### src/rtl/hs_pkg.sv
package hs_pkg;

    typedef enum logic [1:0] {
        ST_LOCK = 2'd0,
        ST_WAIT = 2'd1,
        ST_LINK = 2'd2
    } seq_st_e;

    typedef struct packed {
        seq_st_e st;
        logic    link;
        logic    accel;
        logic    rdy;
    } seq_reg_t;

endpackage

### src/rtl/hs_sync.sv
module hs_sync #(
    parameter int   W       = 4,
    parameter logic RST_VAL = 1'b1
) (
    input  logic         clk,
    input  logic         rst_n,
    input  logic [W-1:0] d_i,
    output logic [W-1:0] q_o
);
    typedef struct packed {
        logic [W-1:0] s1;
        logic [W-1:0] s2;
    } sync_t;

    sync_t r_d, r_q;

    always_comb begin
        r_d    = r_q;
        r_d.s1 = d_i;
        r_d.s2 = r_q.s1;
    end

    always_ff @(posedge clk or negedge rst_n) begin
        if (!rst_n) begin
            r_q.s1 <= {W{RST_VAL}};
            r_q.s2 <= {W{RST_VAL}};
        end else begin
            r_q <= r_d;
        end
    end

    assign q_o = r_q.s2;
endmodule

### src/rtl/hs_bus_watch.sv
module hs_bus_watch #(
    parameter int IDLE_CYCLES = 1000
) (
    input  logic clk,
    input  logic rst_n,
    input  logic run_i,
    input  logic sda_i,
    input  logic scl_i,
    output logic stop_o,
    output logic idle_o
);
    localparam int CW = $clog2(IDLE_CYCLES + 1);

    typedef struct packed {
        logic [CW-1:0] cnt;
        logic          sda_prev;
        logic          scl_prev;
    } watch_t;

    watch_t w_d, w_q;
    logic   both_hi;

    always_comb begin
        w_d          = w_q;
        both_hi      = sda_i & scl_i;
        w_d.sda_prev = sda_i;
        w_d.scl_prev = scl_i;
        if (!run_i || !both_hi) begin
            w_d.cnt = '0;
        end else if (w_q.cnt != CW'(IDLE_CYCLES)) begin
            w_d.cnt = w_q.cnt + 1'b1;
        end
    end

    always_ff @(posedge clk or negedge rst_n) begin
        if (!rst_n) begin
            w_q.cnt      <= '0;
            w_q.sda_prev <= 1'b1;
            w_q.scl_prev <= 1'b1;
        end else begin
            w_q <= w_d;
        end
    end

    assign stop_o = run_i & sda_i & ~w_q.sda_prev & scl_i & w_q.scl_prev;
    assign idle_o = run_i & both_hi & (w_q.cnt == CW'(IDLE_CYCLES - 1));
endmodule

### src/rtl/hs_seq_fsm.sv
module hs_seq_fsm
    import hs_pkg::*;
(
    input  logic    clk,
    input  logic    rst_n,
    input  logic    pwr_good,
    input  logic    enable,
    input  logic    stop_i,
    input  logic    idle_i,
    input  logic    card_hi_i,
    output seq_st_e st_o,
    output logic    link_o,
    output logic    accel_o,
    output logic    ready_o
);
    seq_reg_t s_d, s_q;
    logic     go;

    always_comb begin
        s_d = s_q;
        go  = pwr_good & enable;
        unique case (s_q.st)
            ST_LOCK: if (go) s_d.st = ST_WAIT;
            ST_WAIT: begin
                if (!go)                               s_d.st = ST_LOCK;
                else if ((stop_i | idle_i) && card_hi_i) s_d.st = ST_LINK;
            end
            ST_LINK: if (!go) s_d.st = ST_LOCK;
            default: s_d.st = ST_LOCK;
        endcase
        s_d.link  = (s_d.st == ST_LINK);
        s_d.accel = (s_d.st == ST_LINK);
        s_d.rdy   = s_q.link & (s_d.st == ST_LINK);
    end

    always_ff @(posedge clk or negedge rst_n) begin
        if (!rst_n) begin
            s_q.st    <= ST_LOCK;
            s_q.link  <= 1'b0;
            s_q.accel <= 1'b0;
            s_q.rdy   <= 1'b0;
        end else begin
            s_q <= s_d;
        end
    end

    assign st_o    = s_q.st;
    assign link_o  = s_q.link;
    assign accel_o = s_q.accel;
    assign ready_o = s_q.rdy;
endmodule

### src/rtl/hs_join_ctrl.sv
module hs_join_ctrl
    import hs_pkg::*;
#(
    parameter int IDLE_CYCLES = 1000
) (
    input  logic clk,
    input  logic rst_n,
    input  logic pwr_good,
    input  logic enable,
    input  logic bp_sda_i,
    input  logic bp_scl_i,
    input  logic cd_sda_i,
    input  logic cd_scl_i,
    output logic link_o,
    output logic accel_en_o,
    output logic ready_o
);
    localparam int NLINES = 4;

    logic [NLINES-1:0] raw_lines;
    logic [NLINES-1:0] syn_lines;
    logic              stop_ev;
    logic              idle_ev;
    logic              card_hi;
    seq_st_e           st;

    assign raw_lines = {cd_scl_i, cd_sda_i, bp_scl_i, bp_sda_i};

    hs_sync #(.W(NLINES), .RST_VAL(1'b1)) u_sync (
        .clk  (clk),
        .rst_n(rst_n),
        .d_i  (raw_lines),
        .q_o  (syn_lines)
    );

    hs_bus_watch #(.IDLE_CYCLES(IDLE_CYCLES)) u_watch (
        .clk   (clk),
        .rst_n (rst_n),
        .run_i (st != ST_LOCK),
        .sda_i (syn_lines[0]),
        .scl_i (syn_lines[1]),
        .stop_o(stop_ev),
        .idle_o(idle_ev)
    );

    assign card_hi = syn_lines[2] & syn_lines[3];

    hs_seq_fsm u_fsm (
        .clk      (clk),
        .rst_n    (rst_n),
        .pwr_good (pwr_good),
        .enable   (enable),
        .stop_i   (stop_ev),
        .idle_i   (idle_ev),
        .card_hi_i(card_hi),
        .st_o     (st),
        .link_o   (link_o),
        .accel_o  (accel_en_o),
        .ready_o  (ready_o)
    );
endmodule

### config.mk
export PLATFORM = sky130hd
export DESIGN_NAME = hs_join_ctrl
export DESIGN_NICKNAME = d
export VERILOG_FILES = /design/src/rtl/hs_pkg.sv /design/src/rtl/hs_sync.sv /design/src/rtl/hs_bus_watch.sv /design/src/rtl/hs_seq_fsm.sv /design/src/rtl/hs_join_ctrl.sv
export SDC_FILE = /design/constraint.sdc
export NUM_CORES = 1
export LEC_CHECK = 0
export BUFFER_PORTS_ARGS = -buffer_cell sky130_fd_sc_hd__clkbuf_2
export CORE_MARGIN = 3
export CORE_UTILIZATION = 41
export CTS_CLUSTER_SIZE = 30
export DETAILED_ROUTE_END_ITERATION = 7
export PLACE_DENSITY = 0.67
export RECOVER_POWER = 100
export SYNTH_ARGS = -nofsm -noshare
export SYNTH_HDL_FRONTEND = slang
export SYNTH_HIERARCHICAL = 1
export SYNTH_SLANG_ARGS = --single-unit
### constraint.sdc
create_clock -name clk -period 4.4 [get_ports clk]
set_input_delay 0.22 -clock clk [delete_from_list [all_inputs] [get_ports clk]]
set_output_delay 0.22 -clock clk [all_outputs]
set_load 0.005 [all_outputs]
==> Word-level counts from Yosys, hierarchy flattened <==
Cells that the tools add are included.
{ "word_totals": {"ff_bits": 24, "input_bits": 8, "out_inout_bits": 3, "elab_cells": 40} }
{ "classes": {"add_sub_neg": 1, "n_eq_ne": 5, "muxes": 7, "bitwise": 12, "reduce_logical": 7} }
{ "ops": {"columns": ["op", "n"], "rows": [
  ["$mux 10", 2],
  ["$add 10x1->10 const B", 1],
  ["$and 1x1->1", 10],
  ["$eq 10x10->1 const B", 1],
  ["$ne 10x10->1 const B", 1],
  ["$mux 2", 4],
  ["$pmux 2 s3", 1],
  ["$eq 2x2->1 const B", 2],
  ["$reduce_bool 2->1", 2],
  ["$eq 2x1->1 const B", 1],
  ["$logic_not 1->1", 2],
  ["$logic_not 2->1", 1],
  ["$logic_and 1x1->1", 1],
  ["$logic_or 1x1->1", 1],
  ["$not 1->1", 1],
  ["$or 1x1->1", 1]
]} }

==> Depth between registers and ports, before layout <==
Gate-level depths: netlist (run 1).
{ "logic_depth": {"depth_word": 12, "mapped_depth": 6, "mapped_depth_nobuf": 5} }

==> Modules after synthesis <==
Netlist (run 1), hierarchy kept.
{ "by_module_without_submodules": {"columns": ["mod", "instances", "cells_each", "area_each_um2", "seq_area_each_um2"], "rows": [
  ["hs_bus_watch", 1, 60, 600.6, 302.8],
  ["hs_sync", 1, 8, 210.2, 210.2],
  ["hs_seq_fsm", 1, 14, 185.2, 100.1],
  ["hs_join_ctrl", 1, 2, 12.5, 0.0]
]} }

==> Least setup slack after synthesis (run 1) <==
OpenSTA, ideal clock, no wires.
{ "synth_path": {"path_type": "reg2reg", "startpoint": "reg u_fsm/st_o[1] (netlist name)", "endpoint": "reg u_fsm/st_o[0] (netlist name)", "setup_ns": 0.080, "t_arrival_ns": 1.553, "t_required_ns": 4.320, "setup_slack_ns": 2.767, "stages_incl_launch_ff": 7, "n_path_buf": 1, "period_less_slack_ns": 1.633, "path_cell_list": "dfrtp_1 > or2_1 > nand3_1 > clkbuf_1 > nor4_1 > o211ai_2 > nor3b_2"} }

==> results of run 1 <==
cell usage after synthesis:
| master | count | area (um2) |
|---|---|---|
| sky130_fd_sc_hd__nand3b_1 | 1 | 7.510 |
| sky130_fd_sc_hd__a21oi_1 | 5 | 25.02 |
| sky130_fd_sc_hd__ha_1 | 2 | 25.02 |
| sky130_fd_sc_hd__dfstp_2 | 10 | 262.8 |
| sky130_fd_sc_hd__xor2_1 | 2 | 17.52 |
| sky130_fd_sc_hd__nor2_1 | 6 | 22.52 |
| sky130_fd_sc_hd__or3_1 | 3 | 18.77 |
| sky130_fd_sc_hd__o211ai_2 | 1 | 12.51 |
| sky130_fd_sc_hd__nor4_2 | 1 | 12.51 |
| sky130_fd_sc_hd__nand3_2 | 1 | 10.01 |
| sky130_fd_sc_hd__nand3_1 | 3 | 15.01 |
| sky130_fd_sc_hd__and2_1 | 1 | 6.260 |
| sky130_fd_sc_hd__nor4_1 | 1 | 6.260 |
| sky130_fd_sc_hd__nand2b_1 | 1 | 6.260 |
| sky130_fd_sc_hd__nand4b_1 | 1 | 8.760 |
| sky130_fd_sc_hd__buf_4 | 1 | 7.510 |
| sky130_fd_sc_hd__inv_1 | 5 | 18.77 |
| sky130_fd_sc_hd__or4_1 | 2 | 15.01 |
| sky130_fd_sc_hd__nand4_1 | 2 | 12.51 |
| sky130_fd_sc_hd__xnor2_1 | 1 | 8.760 |
| sky130_fd_sc_hd__nor3b_1 | 1 | 7.510 |
| sky130_fd_sc_hd__mux2_1 | 2 | 22.52 |
| sky130_fd_sc_hd__nor3b_2 | 1 | 12.51 |
| sky130_fd_sc_hd__or2_1 | 1 | 6.260 |
| sky130_fd_sc_hd__nand4b_2 | 1 | 15.01 |
| sky130_fd_sc_hd__o21ai_0 | 2 | 10.01 |
| sky130_fd_sc_hd__nor3_1 | 1 | 5.000 |
| sky130_fd_sc_hd__dfrtp_1 | 14 | 350.3 |
| sky130_fd_sc_hd__clkbuf_1 | 1 | 3.750 |
| sky130_fd_sc_hd__o22ai_1 | 1 | 6.260 |
| sky130_fd_sc_hd__nand2_1 | 4 | 15.01 |
| sky130_fd_sc_hd__o31ai_1 | 4 | 30.03 |
| sky130_fd_sc_hd__o21ai_1 | 1 | 5.000 |
flip-flops by register name, indices dropped and copies added (netlist names):
register,count
u_sync/q_o,4
u_fsm/ready_o,1
u_fsm/st_o,2
u_sync/r_d,4
u_watch/w_q,12
u_fsm/accel_o,1
repair_timing:
| action | 4_1_cts | 5_1_grt |
|---|---|---|
| hold buffers | 5 | 0 |
| gates resized for setup | 0 | 0 |
| endpoints found under the hold margin | 18 | 0 |
per-layer routing:
layer	global-route usage, %	wire (um)	up-vias	part of all wire, %
met5	0	0	-	0
met4	3.125	16	0	0.96
met3	3.480	65	2	3.9
met2	18.58	827	15	50
met1	14.41	759	347	46
li1	-	-	329	-
worst min-delay path by stage:
stage | startpoint | end | depth (start not counted)
after floorplan | rst_n | u_fsm/accel_o | 0
after global placement | rst_n | u_watch/w_q[7] | 1
after detailed placement | rst_n | u_watch/w_q[7] | 1
after CTS | enable | u_fsm/st_o[0] | 3
after global routing | enable | u_fsm/st_o[0] | 3
final | enable | u_fsm/st_o[0] | 3
power breakdown:
group	total [W]	internal (W)	switching (W)
combinational	0.0000146	0.00000652	0.00000807
clock	0.000158	0.0000921	0.0000661
sequential	0.000232	0.000229	0.00000212
total	0.000404	0.000328	0.0000763
through the flow:
stage	setup WS (ns)	utilization, %
6_report	2.483	51.02
5_1_grt	2.347	51.02
4_1_cts	2.476	52.06
3_5_place_dp	2.504	47.55
3_3_place_gp	2.583	47.55
2_1_floorplan	2.767	-
cells by family (layout without fill, tap and decap cells):
group	after synthesis	after routing	share of synthesized area [%]
buf+inv	7	24	2.978
xor+xnor	3	3	2.606
fa+ha+maj	2	2	2.481
simple gates	32	32	20.10
mux	2	2	2.233
compound gates	14	14	8.808
flops	24	24	60.79
worst max-delay path, stage by stage, from the launching register on:
cell and delay, ns:
sky130_fd_sc_hd__dfrtp_1 0.45, sky130_fd_sc_hd__or2_1 0.13, sky130_fd_sc_hd__nand3_1 0.36, sky130_fd_sc_hd__nor4_1 0.40
sky130_fd_sc_hd__o211ai_1 0.20, sky130_fd_sc_hd__o31ai_1 0.27
layout make-up:
type	instances	share of cell area, %
tap	28	3.017
sequential	24	52.80
timing repair buffer	15	8.405
inverter	5	1.616
clock buffer	3	1.940
clock inverter	1	2.586
multi-input combinational	53	29.63
==> flow_results.xml, run 1 <==
<?xml version="1.0" encoding="UTF-8"?>
<metrics>
  <group name="status">
    <metric name="outcome" unit="">complete, no violations</metric>
  </group>
  <group name="floorplan">
    <metric name="die_h" unit="um">55.60</metric>
    <metric name="floorplan.die_area" unit="mm2">0.003091</metric>
    <metric name="floorplan.die.width" unit="um">55.60</metric>
    <metric name="io-pin-count" unit="">11</metric>
    <metric name="start_util" unit="%">44.31</metric>
    <metric name="core_area" unit="mm2">0.002276</metric>
    <metric name="std_cell_rows" unit="">17</metric>
  </group>
  <group name="sta">
    <metric name="max_slew.worst_pin.slew" unit="ns">1.231</metric>
    <metric name="final-max-slew-violation-count" unit="">0</metric>
    <metric name="rsz_0062_raised_after_global_routing" unit="">no</metric>
    <metric name="hold_viol" unit="">0</metric>
    <metric name="tns" unit="ns">0</metric>
    <metric name="setup_viol" unit="">0</metric>
    <metric name="max_clock_freq" unit="MHz">521.8</metric>
    <metric name="final.min_clock_period" unit="ns">1.917</metric>
    <metric name="hold_ws" unit="ns">0.1961</metric>
    <metric name="slew-limit-headroom" unit="%">17.90</metric>
    <metric name="final_cycle_share" unit="%">43.56</metric>
    <metric name="fin_worst_skew" unit="ns">0.001793</metric>
  </group>
  <group name="layout">
    <metric name="multiInputGateArea" unit="um2">344.1</metric>
    <metric name="regArea" unit="um2">613.1</metric>
    <metric name="final_cell_mix" unit="">sky130_fd_sc_hd__dfrtp_1 (14), sky130_fd_sc_hd__dfstp_2 (9), sky130_fd_sc_hd__clkbuf_2 (8)</metric>
    <metric name="layout.cell_area.non_filler" unit="mm2">0.001161</metric>
    <metric name="number_of_antenna_cells_inserted" unit="">0</metric>
    <metric name="num-fill-cells" unit="">193</metric>
    <metric name="final_nets" unit="">112</metric>
    <metric name="final_layout_size_suffix_gt1_share" unit="%">21.78</metric>
    <metric name="mostFrequentLayoutCell" unit="">sky130_fd_sc_hd__dfrtp_1</metric>
    <metric name="area.growth.synth_to_final" unit="%">15.14</metric>
    <metric name="layout.cells.non_filler" unit="">129</metric>
  </group>
  <group name="place">
    <metric name="dp.final_hpwl" unit="um">1173</metric>
    <metric name="dp_cells" unit="">120</metric>
    <metric name="placement.cell_area" unit="mm2">0.001082</metric>
    <metric name="port_buffers" unit="">10</metric>
    <metric name="gp_congestion" unit="">0.7211</metric>
  </group>
  <group name="logic_synthesis">
    <metric name="postSynthCellCount" unit="">84</metric>
    <metric name="post_synth_instance_area" unit="mm2">0.001008</metric>
    <metric name="synth-seq-cells" unit="">24</metric>
    <metric name="ys.warnings.count" unit="">6</metric>
    <metric name="yosysUniqueCellTypes" unit="">33</metric>
    <metric name="synth_area_per_inst" unit="um2">12.01</metric>
    <metric name="syn_nets" unit="">94</metric>
    <metric name="synth_sequential_area_ratio" unit="%">60.79</metric>
  </group>
  <group name="critical_path">
    <metric name="worst_setup_path_end_kind" unit="">flip-flop</metric>
    <metric name="critical_path.startpoint_type" unit="">flip-flop</metric>
    <metric name="worst-r2r-cell-count" unit="">5</metric>
    <metric name="worstPathMaxFanout" unit="">14</metric>
    <metric name="worstPathArrival" unit="ns">2.14</metric>
    <metric name="r2r-end" unit="">u_fsm/st_o[1]</metric>
    <metric name="rrSetupSlack" unit="ns">2.48</metric>
    <metric name="worstReg2RegStart" unit="">u_fsm/st_o[1]</metric>
    <metric name="critPathLaunch" unit="">u_fsm/st_o[1]</metric>
    <metric name="cp-endpoint" unit="">u_fsm/st_o[1]</metric>
    <metric name="critPathKind" unit="">reg -&gt; reg</metric>
    <metric name="cp_data_required_time" unit="ns">4.62</metric>
  </group>
  <group name="clock_tree">
    <metric name="cts.reportedPaths.clkPinSlew" unit="ns">0.13</metric>
    <metric name="cts.htree.levels" unit="">1</metric>
    <metric name="clock_path_buffers" unit="">2</metric>
    <metric name="worstSkewPairLatency" unit="ns">0.31</metric>
    <metric name="root_buffer" unit="">sky130_fd_sc_hd__clkbuf_4</metric>
    <metric name="clock_tree_from_tritoncts" unit="">done</metric>
    <metric name="numClockSinks" unit="">24</metric>
    <metric name="inserted_clock_buffers" unit="">3</metric>
    <metric name="post_cts_buffers" unit="">0</metric>
  </group>
  <group name="hold_path">
    <metric name="hold_path.class" unit="">in -&gt; reg</metric>
  </group>
  <group name="drt">
    <metric name="firstDrtPassIters" unit="">4</metric>
    <metric name="totalWireLength" unit="um">1668</metric>
    <metric name="ant_nets" unit="">0</metric>
    <metric name="post_drt_via_cell_ratio" unit="">5.372</metric>
    <metric name="dr.first_iter.drc_count" unit="">24</metric>
    <metric name="per_cell_routed_wire_length" unit="um">12.93</metric>
    <metric name="drc" unit="">0</metric>
    <metric name="routed-via-count" unit="">693</metric>
  </group>
  <group name="power">
    <metric name="total_power_divided_by_cell_area" unit="mW/mm2">348.3</metric>
    <metric name="totalPowerFinal" unit="W">0.0004044</metric>
    <metric name="power.static_leakage" unit="nW">0.4637</metric>
    <metric name="max-vdd-ir-drop" unit="mV">0.2379</metric>
  </group>
  <group name="global_routing">
    <metric name="number_of_global_route_vias_before_repair" unit="">621</metric>
    <metric name="grt_start_max_net_pins" unit="">25</metric>
    <metric name="number_of_antenna_violations_at_the_first_check_in_global_routing" unit="">0</metric>
    <metric name="groute.usage.overall" unit="%">11.31</metric>
    <metric name="first_pass_grt_wire_length" unit="um">2746</metric>
    <metric name="grt-ovfl-total" unit="">0</metric>
  </group>
  <group name="flow_run">
    <metric name="max_cap_viol" unit="">0</metric>
  </group>
</metrics>
Note: power is estimated with default switching activity, not from simulation.
==> inputs of run 2 (changes only) <==
Settings changed: PLACE_DENSITY 0.67 to 0.69.
Clock period 4.4 ns to 1.7 ns, I/O delays scaled along.
==> flow_results.xml, run 2 (synthesized netlist as in run 1, its figures left out) <==
<?xml version="1.0" encoding="UTF-8"?>
<metrics>
  <group name="power">
    <metric name="totalPowerFinal" unit="W">0.0009842</metric>
    <metric name="p_sw" unit="W">0.0001923</metric>
    <metric name="power.switching_fraction" unit="%">19.54</metric>
    <metric name="combinationalPowerShare" unit="%">4.0</metric>
    <metric name="power_frac_clock" unit="%">35.0</metric>
    <metric name="power.sequential.fraction" unit="%">61.0</metric>
    <metric name="max-vdd-ir-drop" unit="mV">0.6233</metric>
    <metric name="total_power_divided_by_cell_area" unit="mW/mm2">834.1</metric>
    <metric name="power.static_leakage" unit="nW">0.4753</metric>
    <metric name="power.internal" unit="W">0.0007919</metric>
  </group>
  <group name="floorplan">
    <metric name="core_area" unit="mm2">0.002276</metric>
    <metric name="die_h" unit="um">55.60</metric>
    <metric name="start_util" unit="%">44.31</metric>
    <metric name="floorplan.die.width" unit="um">55.60</metric>
    <metric name="io-pin-count" unit="">11</metric>
    <metric name="floorplan.die_area" unit="mm2">0.003091</metric>
    <metric name="std_cell_rows" unit="">17</metric>
  </group>
  <group name="clock_tree">
    <metric name="root_buffer" unit="">sky130_fd_sc_hd__clkbuf_4</metric>
    <metric name="cts.reportedPaths.clkPinSlew" unit="ns">0.13</metric>
    <metric name="clock_tree_from_tritoncts" unit="">done</metric>
    <metric name="clock_path_buffers" unit="">2</metric>
    <metric name="worstSkewPairLatency" unit="ns">0.31</metric>
    <metric name="cts_repair_resize_count" unit="">0</metric>
    <metric name="cts.htree.levels" unit="">1</metric>
    <metric name="inserted_clock_buffers" unit="">3</metric>
    <metric name="post_cts_buffers" unit="">0</metric>
    <metric name="numClockSinks" unit="">24</metric>
  </group>
  <group name="layout">
    <metric name="final_nets" unit="">113</metric>
    <metric name="layout.cell_area.non_filler" unit="mm2">0.001180</metric>
    <metric name="post-route-util" unit="%">51.84</metric>
    <metric name="mostFrequentLayoutCell" unit="">sky130_fd_sc_hd__dfrtp_1</metric>
    <metric name="number_of_antenna_cells_inserted" unit="">0</metric>
    <metric name="area.growth.synth_to_final" unit="%">17.00</metric>
    <metric name="registers.top_by_ff_count" unit="">u_watch/w_q</metric>
    <metric name="final_layout_size_suffix_gt1_share" unit="%">26.47</metric>
    <metric name="number_of_flip_flops_in_the_largest_register" unit="">12</metric>
    <metric name="layout.cells.non_filler" unit="">130</metric>
    <metric name="final_cell_mix" unit="">sky130_fd_sc_hd__dfrtp_1 (14), sky130_fd_sc_hd__dfstp_2 (10), sky130_fd_sc_hd__clkbuf_2 (8)</metric>
  </group>
  <group name="critical_path">
    <metric name="worst_setup_path_end_kind" unit="">flip-flop</metric>
    <metric name="worst-r2r-cell-count" unit="">5</metric>
    <metric name="critPathKind" unit="">reg -&gt; reg</metric>
    <metric name="cells_traversed_along_the_worst_timing_path" unit="">or2_1, nand3_1, nor4_1, o211ai_2, o31ai_1</metric>
    <metric name="critical_path.max_stage_delay" unit="ns">0.46</metric>
    <metric name="timing.critical_path.depth" unit="">5</metric>
    <metric name="worstPathMaxFanout" unit="">6</metric>
    <metric name="worstPathBufferInverterCount" unit="">0</metric>
    <metric name="critical_path.startpoint_type" unit="">flip-flop</metric>
    <metric name="worstPathArrival" unit="ns">1.85</metric>
    <metric name="cp_data_required_time" unit="ns">1.92</metric>
    <metric name="critPathTopFamily" unit="">simple AND/OR/NAND/NOR gates</metric>
    <metric name="cp_slowest_cell" unit="">sky130_fd_sc_hd__dfrtp_1</metric>
  </group>
  <group name="place">
    <metric name="dp_cells" unit="">121</metric>
    <metric name="gp_congestion" unit="">0.7186</metric>
    <metric name="placement.cell_area" unit="mm2">0.001090</metric>
    <metric name="dp.final_hpwl" unit="um">1155</metric>
    <metric name="port_buffers" unit="">10</metric>
    <metric name="dpl_worst_slack" unit="ns">0.07923</metric>
  </group>
  <group name="sta">
    <metric name="rsz_0062_raised_after_global_routing" unit="">yes</metric>
    <metric name="worst_slack" unit="ns">0.06773</metric>
    <metric name="fin_worst_skew" unit="ns">0.002608</metric>
    <metric name="slew-limit-headroom" unit="%">18.97</metric>
    <metric name="setup_viol" unit="">0</metric>
    <metric name="max_slew.worst_pin.slew" unit="ns">1.215</metric>
    <metric name="final.min_clock_period" unit="ns">1.632</metric>
    <metric name="hold_viol" unit="">0</metric>
    <metric name="final_cycle_share" unit="%">96.02</metric>
    <metric name="final-max-slew-violation-count" unit="">0</metric>
    <metric name="max_clock_freq" unit="MHz">612.6</metric>
  </group>
  <group name="status">
    <metric name="outcome" unit="">complete, no violations</metric>
  </group>
  <group name="drt">
    <metric name="drc" unit="">0</metric>
    <metric name="totalWireLength" unit="um">1624</metric>
    <metric name="firstDrtPassIters" unit="">4</metric>
    <metric name="per_cell_routed_wire_length" unit="um">12.49</metric>
    <metric name="routed-via-count" unit="">659</metric>
    <metric name="post_drt_via_cell_ratio" unit="">5.069</metric>
    <metric name="dr.first_iter.drc_count" unit="">3</metric>
    <metric name="ant_nets" unit="">0</metric>
  </group>
  <group name="global_routing">
    <metric name="first_pass_grt_wire_length" unit="um">2725</metric>
    <metric name="number_of_antenna_violations_at_the_first_check_in_global_routing" unit="">0</metric>
    <metric name="number_of_global_route_vias_before_repair" unit="">669</metric>
    <metric name="groute.usage.overall" unit="%">11.21</metric>
    <metric name="grt_start_max_net_pins" unit="">25</metric>
    <metric name="grt-ovfl-total" unit="">0</metric>
  </group>
  <group name="hold_path">
    <metric name="hold_path.class" unit="">in -&gt; reg</metric>
    <metric name="min_delay_path_depth" unit="">3</metric>
  </group>
  <group name="flow_run">
    <metric name="max_cap_viol" unit="">0</metric>
  </group>
</metrics>
==> run 2: worst min-delay path, cell delays in order <==
cell,delay (ns)
sky130_fd_sc_hd__clkbuf_2,0.10
sky130_fd_sc_hd__nand4b_2,0.10
sky130_fd_sc_hd__o31ai_1,0.07
==> run 2: what timing repair did <==
item / CTS / global route
endpoints found under the setup margin: 0 / 3
hold buffers: 5 / 0
endpoints found under the hold margin: 18 / 0
==> run 2: power groups by stage <==
stage / logic [W] / clock network [W] / registers (W)
after global placement: 0.0000312 / 0 / 0.000609
after global routing: 0.0000446 / 0.000385 / 0.000602
final: 0.0000395 / 0.000345 / 0.000600
after floorplan: 0.00000937 / 0 / 0.000608
after detailed placement: 0.0000319 / 0 / 0.000610
after CTS: 0.0000407 / 0.000357 / 0.000600
==> run 2: routing by layer <==
metal | global-route usage [%] | vias to the layer above | part of all wire [%]
li1 | - | 334 | -
met1 | 12.46 | 316 | 46
met2 | 19.93 | 9 | 50
met3 | 4.872 | 0 | 4.1
met4 | 2.083 | 0 | 0
met5 | 0 | - | 0
==> run 2: layout make-up <==
class,instances,area (um2)
fill,202,1096
sequential,24,613.1
multi-input combinational,53,360.3
timing repair buffer,16,105.1
clock buffer,4,47.55
tap,28,35.03
inverter,5,18.77
==> run 2: worst paths after layout <==
kind,from,to,slack (ns)
min in group asynchronous,rst_n,u_watch/w_q[6],0.53
worst min register to register,u_sync/r_d[2],u_sync/q_o[2],0.37
max in group asynchronous,rst_n,u_fsm/st_o[0],0.45
worst min-delay path,enable,u_fsm/accel_o,0.07
worst max register to register,u_fsm/st_o[1],u_fsm/st_o[1],0.07
worst max-delay path,u_fsm/st_o[1],u_fsm/st_o[1],0.07
==> run 2: stage by stage <==
stage	hold slack, ns	TNS, ns
after global placement	0.1021	0
after detailed placement	0.1073	0
after floorplan	-0.2106	0
after CTS	0.06293	0
final	0.07171	0
after global routing	0.05355	-0.09338
==> inputs of run 3 (changes only) <==
Settings changed: ABC_AREA set to 1.
==> flow_results.xml, run 3 <==
<?xml version="1.0" encoding="UTF-8"?>
<metrics>
  <group name="status">
    <metric name="outcome" unit="">complete, no violations</metric>
  </group>
  <group name="logic_synthesis">
    <metric name="post_synth_instance_area" unit="mm2">0.001076</metric>
    <metric name="parity_gate_share_of_the_synthesized_area_counting_xor_and_xnor_cells" unit="%">0.8140</metric>
    <metric name="yosysUniqueCellTypes" unit="">17</metric>
    <metric name="yosys.area_share.simple" unit="%">26.86</metric>
    <metric name="synth-seq-cells" unit="">24</metric>
    <metric name="dominant_combinational_cell_family_by_area_after_synthesis" unit="">simple AND/OR/NAND/NOR gates</metric>
    <metric name="yosys.area_share.adder" unit="%">2.326</metric>
    <metric name="synth_ff_type" unit="">sky130_fd_sc_hd__dfrtp_1</metric>
    <metric name="synth.largest_area_cell" unit="">sky130_fd_sc_hd__dfrtp_1</metric>
    <metric name="postSynthCellCount" unit="">125</metric>
    <metric name="synth_sequential_area_ratio" unit="%">56.98</metric>
    <metric name="synth-async-reset-ratio" unit="%">100.0</metric>
    <metric name="ys.warnings.count" unit="">6</metric>
    <metric name="synth_most_common_cell" unit="">sky130_fd_sc_hd__inv_1</metric>
    <metric name="synth_area_per_inst" unit="um2">8.608</metric>
    <metric name="edff_count_synth" unit="">0</metric>
    <metric name="most_common_library_cells_after_synthesis" unit="">sky130_fd_sc_hd__inv_1 (25), sky130_fd_sc_hd__nand2_1 (24), sky130_fd_sc_hd__nor2_1 (15)</metric>
    <metric name="syn_nets" unit="">135</metric>
    <metric name="ys_top_cells_by_area" unit="">sky130_fd_sc_hd__dfrtp_1 (33%), sky130_fd_sc_hd__dfstp_2 (24%), sky130_fd_sc_hd__inv_1 (8.7%)</metric>
    <metric name="synth.mux.area_fraction" unit="%">0</metric>
    <metric name="synth.top_cell.area_share" unit="%">32.56</metric>
    <metric name="synth_compound_area_share" unit="%">3.256</metric>
  </group>
  <group name="drt">
    <metric name="post_drt_via_cell_ratio" unit="">4.821</metric>
    <metric name="totalWireLength" unit="um">1913</metric>
    <metric name="routed-via-count" unit="">834</metric>
    <metric name="per_cell_routed_wire_length" unit="um">11.06</metric>
    <metric name="firstDrtPassIters" unit="">4</metric>
    <metric name="dr.first_iter.drc_count" unit="">31</metric>
    <metric name="ant_nets" unit="">0</metric>
    <metric name="drc" unit="">0</metric>
  </group>
  <group name="critical_path">
    <metric name="worstPathMaxFanout" unit="">5</metric>
    <metric name="critPathKind" unit="">reg -&gt; reg</metric>
    <metric name="critical_path.max_stage_delay" unit="ns">0.44</metric>
    <metric name="critical_path.startpoint_type" unit="">flip-flop</metric>
    <metric name="crit_path_frequent_cell" unit="">sky130_fd_sc_hd__nand2_1</metric>
    <metric name="worstPathArrival" unit="ns">1.74</metric>
    <metric name="worstPathBufferInverterCount" unit="">2</metric>
    <metric name="cells_traversed_along_the_worst_timing_path" unit="">inv_1, nand2_1, nand3_1, nor3_1, inv_1, nand2_1, nand3_1, nand2_1, nand2_2, nor2_2</metric>
    <metric name="cp_data_required_time" unit="ns">1.96</metric>
    <metric name="cp_slowest_cell" unit="">sky130_fd_sc_hd__dfrtp_1</metric>
    <metric name="critPathTopFamily" unit="">simple AND/OR/NAND/NOR gates</metric>
    <metric name="worst_setup_path_end_kind" unit="">flip-flop</metric>
  </group>
  <group name="global_routing">
    <metric name="number_of_antenna_violations_at_the_first_check_in_global_routing" unit="">0</metric>
    <metric name="grt_start_max_net_pins" unit="">25</metric>
    <metric name="first_pass_grt_wire_length" unit="um">3429</metric>
    <metric name="grt.busiest_layer" unit="">met2</metric>
    <metric name="use_met3" unit="%">4.977</metric>
    <metric name="grt_util_met1" unit="%">16.71</metric>
    <metric name="use_met2" unit="%">22.02</metric>
    <metric name="grt-ovfl-total" unit="">0</metric>
    <metric name="groute.usage.overall" unit="%">13.48</metric>
    <metric name="number_of_global_route_vias_before_repair" unit="">832</metric>
  </group>
  <group name="power">
    <metric name="total_power_divided_by_cell_area" unit="mW/mm2">825.8</metric>
    <metric name="power.static_leakage" unit="nW">0.6169</metric>
    <metric name="max-vdd-ir-drop" unit="mV">0.6766</metric>
  </group>
  <group name="sta">
    <metric name="final-max-slew-violation-count" unit="">0</metric>
    <metric name="fin_worst_skew" unit="ns">0.008801</metric>
    <metric name="setup_viol" unit="">0</metric>
    <metric name="final.min_clock_period" unit="ns">1.478</metric>
    <metric name="rsz_0062_raised_after_global_routing" unit="">no</metric>
    <metric name="max_clock_freq" unit="MHz">676.5</metric>
    <metric name="final_cycle_share" unit="%">86.95</metric>
    <metric name="slew-limit-headroom" unit="%">18.79</metric>
    <metric name="hold_viol" unit="">0</metric>
    <metric name="tns" unit="ns">0</metric>
    <metric name="max_slew.worst_pin.slew" unit="ns">1.218</metric>
  </group>
  <group name="layout">
    <metric name="num-fill-cells" unit="">215</metric>
    <metric name="number_of_antenna_cells_inserted" unit="">0</metric>
    <metric name="post-route-util" unit="%">54.22</metric>
    <metric name="final_layout_size_suffix_gt1_share" unit="%">22.07</metric>
    <metric name="final_cell_mix" unit="">sky130_fd_sc_hd__inv_1 (24), sky130_fd_sc_hd__nand2_1 (24), sky130_fd_sc_hd__nor2_1 (15)</metric>
    <metric name="registers.top_by_ff_count" unit="">u_watch/w_q</metric>
    <metric name="final_nets" unit="">156</metric>
    <metric name="regArea" unit="um2">613.1</metric>
    <metric name="layout.cells.non_filler" unit="">173</metric>
    <metric name="area.growth.synth_to_final" unit="%">17.91</metric>
    <metric name="number_of_flip_flops_in_the_largest_register" unit="">12</metric>
    <metric name="multiInputGateArea" unit="um2">357.8</metric>
  </group>
  <group name="flow_run">
    <metric name="max_cap_viol" unit="">0</metric>
  </group>
  <group name="hold_path">
    <metric name="hold_path.class" unit="">in -&gt; reg</metric>
  </group>
  <group name="clock_tree">
    <metric name="inserted_clock_buffers" unit="">3</metric>
    <metric name="cts.reportedPaths.clkPinSlew" unit="ns">0.13</metric>
    <metric name="worstSkewPairLatency" unit="ns">0.31</metric>
    <metric name="cts.htree.levels" unit="">1</metric>
    <metric name="clock_tree_from_tritoncts" unit="">done</metric>
    <metric name="clock_path_buffers" unit="">2</metric>
    <metric name="numClockSinks" unit="">24</metric>
    <metric name="root_buffer" unit="">sky130_fd_sc_hd__clkbuf_4</metric>
  </group>
  <group name="floorplan">
    <metric name="floorplan.die.width" unit="um">57.23</metric>
    <metric name="start_util" unit="%">45.99</metric>
    <metric name="core_area" unit="mm2">0.002340</metric>
    <metric name="die_h" unit="um">57.23</metric>
    <metric name="std_cell_rows" unit="">17</metric>
    <metric name="floorplan.die_area" unit="mm2">0.003275</metric>
    <metric name="io-pin-count" unit="">11</metric>
  </group>
  <group name="place">
    <metric name="gp_congestion" unit="">0.8248</metric>
    <metric name="dp.final_hpwl" unit="um">1446</metric>
    <metric name="dp_cells" unit="">163</metric>
    <metric name="port_buffers" unit="">10</metric>
  </group>
</metrics>
run 3: where the power goes:
group / leakage (nW) / switching (W) / internal (W)
sequential: 0.299 / 0.00000549 / 0.000594
combinational: 0.290 / 0.0000231 / 0.0000178
clock: 0.0279 / 0.000169 / 0.000238
run 3: cell type report:
type	count	share of cell area (%)
sequential	24	48.32
multi-input combinational	74	28.21
timing repair buffer	17	8.876
inverter	26	7.692
tap	28	2.761
clock inverter	1	2.367
clock buffer	3	1.775
run 3: cell families (layout without fill, tap and decap cells):
family,count (synthesis),in the layout
AND/OR/NAND/NOR,64,64
buffers and inverters,27,47
flip-flops,24,24
AO/OA/AOI/OAI,7,7
adder cells (fa/ha/maj),2,2
XOR/XNOR,1,1
run 3: worst reg2reg max path, cell delays in order (launching register included):
cell and delay, ns:
sky130_fd_sc_hd__dfrtp_1 0.44, sky130_fd_sc_hd__inv_1 0.06, sky130_fd_sc_hd__nand2_1 0.06, sky130_fd_sc_hd__nand3_1 0.20, sky130_fd_sc_hd__nor3_1 0.24, sky130_fd_sc_hd__inv_1 0.05
sky130_fd_sc_hd__nand2_1 0.08, sky130_fd_sc_hd__nand3_1 0.08, sky130_fd_sc_hd__nand2_1 0.08, sky130_fd_sc_hd__nand2_2 0.07, sky130_fd_sc_hd__nor2_2 0.07
run 3: timing repair:
action | CTS | global route
hold buffers | 5 | 0
buffers inserted | 0 | 1
setup endpoints to repair | 0 | 3
resized for setup | 0 | 1
hold endpoints to repair | 18 | 0
run 3: worst paths after layout:
check,end,cells past startpoint,start,slack (ns)
worst max-delay path,u_fsm/ready_o,10,u_fsm/st_o[1],0.22
worst min-delay path,u_fsm/st_o[0],5,enable,0.07
worst max register to register,u_fsm/ready_o,10,u_fsm/st_o[1],0.22
worst min register to register,u_sync/q_o[2],0,u_sync/r_d[2],0.37
max in group asynchronous,u_fsm/st_o[0],2,rst_n,0.45
min in group asynchronous,u_watch/w_q[6],2,rst_n,0.53
run 3: through the flow:
stage	cell area [um2]	setup WS (ns)	power, W	hold slack [ns]
detailed placement	1161	0.2028	0.0006434	0.1085
CTS	1264	0.1644	0.001065	0.04574
global placement	1161	0.2797	0.0006410	0.09830
global route	1269	0.01764	0.001094	0.04394
finish	1269	0.2218	0.001048	0.06501
floorplan	1076	0.2965	0.0006195	-0.2106
run 3: layer usage:
layer / wire length (um) / part of all wire, %
met5: 0 / 0
met4: 10 / 0.52
met3: 117 / 6.1
met2: 968 / 51
met1: 816 / 43
